[config.mk]
export PLATFORM = sky130hd
export DESIGN_NAME = sig_label_mon
export DESIGN_NICKNAME = d
export VERILOG_FILES = /design/src/rtl/slm_pkg.sv /design/src/rtl/slm_compare.sv /design/src/rtl/slm_persist.sv /design/src/rtl/slm_output.sv /design/src/rtl/sig_label_mon.sv
export SDC_FILE = /design/constraint.sdc
export NUM_CORES = 1
export LEC_CHECK = 0
export BUFFER_PORTS_ARGS = -buffer_cell sky130_fd_sc_hd__clkbuf_2
export CORE_MARGIN = 2
export CORE_UTILIZATION = 30
export DETAILED_ROUTE_END_ITERATION = 8
export GPL_ROUTABILITY_DRIVEN = 0
export GPL_TIMING_DRIVEN = 0
export HOLD_SLACK_MARGIN = 0.06
export PLACE_DENSITY = 0.65
export SYNTH_ARGS = -nofsm -noshare
export SYNTH_HDL_FRONTEND = slang
export SYNTH_SLANG_ARGS = --single-unit
[constraint.sdc]
create_clock -name clk -period 4 [get_ports clk]
set_clock_uncertainty 0.05 [all_clocks]
set_input_delay 0.4 -clock clk [delete_from_list [all_inputs] [get_ports clk]]
set_output_delay 0.4 -clock clk [all_outputs]
set_load 0.03 [all_outputs]
[src/rtl/slm_pkg.sv]
package slm_pkg;

  typedef enum logic {
    ST_CLEAR = 1'b0,
    ST_ALARM = 1'b1
  } slm_state_e;

  // Run length chosen by the select bit.
  function automatic int unsigned run_len(input logic sel, input int unsigned lo,
                                          input int unsigned hi);
    return sel ? hi : lo;
  endfunction

endpackage

[src/rtl/slm_compare.sv]
module slm_compare #(
  parameter int LABEL_W = 8
) (
  input  logic               frame_stb,
  input  logic [LABEL_W-1:0] rx_label,
  input  logic [LABEL_W-1:0] exp_label,
  output logic               frame_vld,
  output logic               frame_mism
);

  logic [LABEL_W-1:0] bit_diff;

  for (genvar i = 0; i < LABEL_W; i++) begin : g_bit
    assign bit_diff[i] = rx_label[i] ^ exp_label[i];
  end

  assign frame_vld  = frame_stb;
  assign frame_mism = |bit_diff;

endmodule

[src/rtl/slm_persist.sv]
module slm_persist
  import slm_pkg::*;
#(
  parameter int THR_LO = 3,
  parameter int THR_HI = 5
) (
  input  logic clk,
  input  logic rst,
  input  logic frame_vld,
  input  logic frame_mism,
  input  logic thr_sel,
  output logic raw_st
);

  localparam int CNT_W = $clog2(THR_HI + 1);

  slm_state_e         state;
  logic [CNT_W-1:0]   cnt;
  logic [CNT_W-1:0]   cnt_inc;
  logic [CNT_W-1:0]   thr;
  logic               toward;

  assign cnt_inc = cnt + 1'b1;
  assign thr     = CNT_W'(run_len(thr_sel, THR_LO, THR_HI));
  // A frame pushes toward a flip when it disagrees with the present state.
  assign toward  = (state == ST_CLEAR) ? frame_mism : ~frame_mism;

  always_ff @(posedge clk) begin
    if (rst) begin
      state <= ST_CLEAR;
      cnt   <= '0;
    end else if (frame_vld) begin
      if (!toward) begin
        cnt <= '0;
      end else if (cnt_inc >= thr) begin
        cnt   <= '0;
        state <= (state == ST_CLEAR) ? ST_ALARM : ST_CLEAR;
      end else begin
        cnt <= cnt_inc;
      end
    end
  end

  assign raw_st = (state == ST_ALARM);

  // edges without a strobe leave count and status alone
  a_r6_idle_hold: assert property (@(posedge clk) disable iff (rst)
    !frame_vld |=> ($stable(cnt) && $stable(state)));

  // the run count never reaches the larger threshold
  a_r3_cnt_bound: assert property (@(posedge clk) disable iff (rst)
    cnt < CNT_W'(THR_HI));

  // an agreeing frame while clear empties the run
  a_r4_restart: assert property (@(posedge clk) disable iff (rst)
    (frame_vld && !frame_mism && state == ST_CLEAR) |=> (cnt == '0 && state == ST_CLEAR));

  // a mismatching frame while set keeps the status set
  a_r5_hold_set: assert property (@(posedge clk) disable iff (rst)
    (frame_vld && frame_mism && state == ST_ALARM) |=> (cnt == '0 && state == ST_ALARM));

endmodule

[src/rtl/slm_output.sv]
module slm_output (
  input  logic clk,
  input  logic rst,
  input  logic raw_st,
  input  logic cpl_en,
  input  logic unstable,
  output logic mismatch_st,
  output logic mismatch_chg
);

  logic st_next;

  assign st_next = raw_st | (cpl_en & unstable);

  always_ff @(posedge clk) begin
    if (rst) begin
      mismatch_st  <= 1'b0;
      mismatch_chg <= 1'b0;
    end else begin
      mismatch_st  <= st_next;
      mismatch_chg <= st_next ^ mismatch_st;
    end
  end

  // coupled unstable forces the status on the next cycle
  a_r7_force: assert property (@(posedge clk) disable iff (rst)
    (cpl_en && unstable) |=> mismatch_st);

  // without forcing, output tracks the internal status one cycle later
  a_r8_follow: assert property (@(posedge clk) disable iff (rst)
    !(cpl_en && unstable) |=> (mismatch_st == $past(raw_st)));

  // every status transition carries a pulse
  a_r9_pulse: assert property (@(posedge clk) disable iff (rst)
    (mismatch_st != $past(mismatch_st)) |-> mismatch_chg);

endmodule

[src/rtl/sig_label_mon.sv]
module sig_label_mon #(
  parameter int LABEL_W = 8,
  parameter int THR_LO  = 3,
  parameter int THR_HI  = 5
) (
  input  logic               clk,
  input  logic               rst,
  input  logic               frame_stb,
  input  logic [LABEL_W-1:0] rx_label,
  input  logic [LABEL_W-1:0] exp_label,
  input  logic               thr_sel,
  input  logic               unstab_cpl_en,
  input  logic               label_unstable,
  output logic               mismatch_st,
  output logic               mismatch_chg
);

  logic frame_vld;
  logic frame_mism;
  logic raw_st;

  slm_compare #(.LABEL_W(LABEL_W)) u_cmp (
    .frame_stb (frame_stb),
    .rx_label  (rx_label),
    .exp_label (exp_label),
    .frame_vld (frame_vld),
    .frame_mism(frame_mism)
  );

  slm_persist #(.THR_LO(THR_LO), .THR_HI(THR_HI)) u_pers (
    .clk       (clk),
    .rst       (rst),
    .frame_vld (frame_vld),
    .frame_mism(frame_mism),
    .thr_sel   (thr_sel),
    .raw_st    (raw_st)
  );

  slm_output u_out (
    .clk         (clk),
    .rst         (rst),
    .raw_st      (raw_st),
    .cpl_en      (unstab_cpl_en),
    .unstable    (label_unstable),
    .mismatch_st (mismatch_st),
    .mismatch_chg(mismatch_chg)
  );

  // reset clears both outputs
  a_r1_reset: assert property (@(posedge clk)
    rst |=> (!mismatch_st && !mismatch_chg));

endmodule

==> results.cfg <==
[hold_path]
min_path_cells = 3
min_to = u_out.mismatch_st
worstHoldStart = label_unstable
min_path_type = in2reg

[timing]
fin_ws_ps = 2119
worst_pin_slew_ps = 337.4
hold_ws_ps = 383.3
post-route-period-util = 0.4702
setup_viol = 0
final_max_slew_viol_count = 0
max_slew_margin = 0.7751
period_needed_ps = 1881
totalNegativeSetupSlack_ps = 0
clock.fmax_ghz = 0.5317
rsz0062_at_grt = false
hold_viol_final = 0

[clock_network]
insertion_delay_ps = 240
tritoncts = yes
clk_pin_slew_ps = 50
root_buffer = clkbuf_4
ctsHoldBuffers = 0
numClockSinks = 6
cts_buffers = 3
postCtsSetupRepairBufs = 0
post_cts.resized_instances = 0
clk_path_buf_depth = 2
htree_levels = 1

[setup_path]
critPathCaptureType = register
reg2regPathDepth = 7
critPathKind = reg2reg
r2r-start = u_pers.cnt[0]
path_max_fanout = 4
r2r_end = u_pers.raw_st
worst_setup_path_start_kind = register
cp.required_ps = 4100
regToRegSetupSlack_ps = 2120
arrival_ps = 1980

[job]
maxCapViolCount = 0

[die]
start_util = 0.3155
io_pins = 24
fp.dieH_um = 40.76
num_rows = 13
die_area_mm2 = 0.001661
core_area_mm2 = 0.001285
die_w_um = 40.76

[pwr]
powerDensity_mw_per_mm2 = 312.9
ir_drop_uv = 193.8
p_leak_nw = 0.2812

[final_layout]
final_util = 0.4333
layout_common_cells = clkbuf_2, xor2_1, dfxtp_1
register_area_um2 = 120.1
diodes = 0
syn_to_final_growth_pct = 37.35
n_fill_cell = 131
fin_cells = 84
nNetsFinal = 96
drive_gt1_frac = 0.3768
final_common_cell = clkbuf_2
multi_input_area_um2 = 274.0

[drt]
wl_met3_um = 48
route.met2.wl_um = 399
drc = 0
drt-met1-wl_um = 335
ant_nets = 0
wl_per_cell_um = 9.321
via_per_inst = 4.631
via_count = 389
drt-pass1-iter-count = 1
top_layer_used = met3
routed_wirelength_um = 783
drtIter0Drc = 0

[global_route]
grt_usage = 0.1005
antenna_found_initial = 0
grt-ovfl-total = 0
grt_max_degree = 10
grt_pass1_vias = 317
grt_first_pass_wirelength_um = 1110

[logic_synthesis]
ys_types = 18
syn_area_per_cell_um2 = 9.213
postSynthCellCount = 44
ys_seq_area_frac = 0.2963
ys_top_cells_by_area = dfxtp_1, xor2_1, ha_1, o32ai_1, nand2b_1
synth_seq_cells = 6
ys_warn_count = 0
yosysTopAreaCell = dfxtp_1
mappedNetlistArea_um2 = 405.4
syn_nets = 69
synth_top_area_frac = 0.2963

[placement]
dp_cells = 81
dp_hpwl_um = 657.7
pre_cts_ws_ps = 2123
port_buffers = 22

[status]
status = complete, no violations
[critical path, stage by stage, from the launching register on]
cell      delay [ps]
dfxtp_1          330
ha_1             320
ha_1             280
nor2b_1          110
o21ai_0           90
a21boi_0         300
nor2_1            70
a311oi_1         250
[cells in the mapped netlist]
cell type / number
ha_1: 3
inv_1: 2
o21ai_0: 1
nand2_1: 2
a21oi_1: 1
nor2b_1: 1
a21boi_0: 1
dfxtp_1: 6
o32ai_1: 3
or3b_1: 1
a311oi_1: 1
nand3b_1: 2
nor2_1: 3
clkbuf_1: 1
xnor2_2: 1
xor2_1: 10
nor4_1: 2
nand2b_1: 3
[cell families (layout without fill, tap and decap cells)]
logic type,after synthesis,after routing,synth area share
xor+xnor,11,11,0.2562
compound gates,7,7,0.1296
flops,6,6,0.2963
fa+ha+maj,3,3,0.09260
buf+inv,3,28,0.02778
simple gates,14,14,0.1975
[where the power goes]
group | internal [W] | switching, W
registers | 0.0000659 | 0.00000443
logic | 0.0000241 | 0.0000249
clock network | 0.0000339 | 0.0000210
total | 0.000124 | 0.0000504
[worst max path at each step]
stage                     cells past startpoint          start  slack (ps)       endpoint
after floorplan                               7  u_pers.cnt[0]        2320  u_pers.raw_st
after detailed placement                      7  u_pers.cnt[0]        2120  u_pers.raw_st
after global placement                        7  u_pers.cnt[0]        2160  u_pers.raw_st
after global routing                          7  u_pers.cnt[0]        1950  u_pers.raw_st
after CTS                                     7  u_pers.cnt[0]        2100  u_pers.raw_st
final                                         7  u_pers.cnt[0]        2120  u_pers.raw_st
[final cells by class]
cell class,count,share of cell area
Multi-Input combinational cell,35,0.4921
Timing Repair Buffer,22,0.1978
Inverter,2,0.01348
Tap cell,15,0.03371
Sequential cell,6,0.2157
Buffer,1,0.006742
Clock buffer,3,0.04045
[through the flow]
stage	cell area [um2]	power, W
after floorplan	405.4	0.0001016
after global placement	534.3	0.0001192
after detailed placement	534.3	0.0001210
after CTS	556.8	0.0001773
after global routing	556.8	0.0001864
final	556.8	0.0001742
[registers in the layout, summed over array words and instances, names as in the netlist]
name                flops
u_pers.raw_st           1
u_out.mismatch_st       1
u_out.mismatch_chg      1
u_pers.cnt              3
[layer usage]
metal | vias up | GRT usage
li1 | 209 | -
met1 | 166 | 0.1111
met2 | 14 | 0.1825
met3 | 0 | 0.03261
met4 | 0 | 0.02500
met5 | - | 0
(Power assumes the default switching activity.)
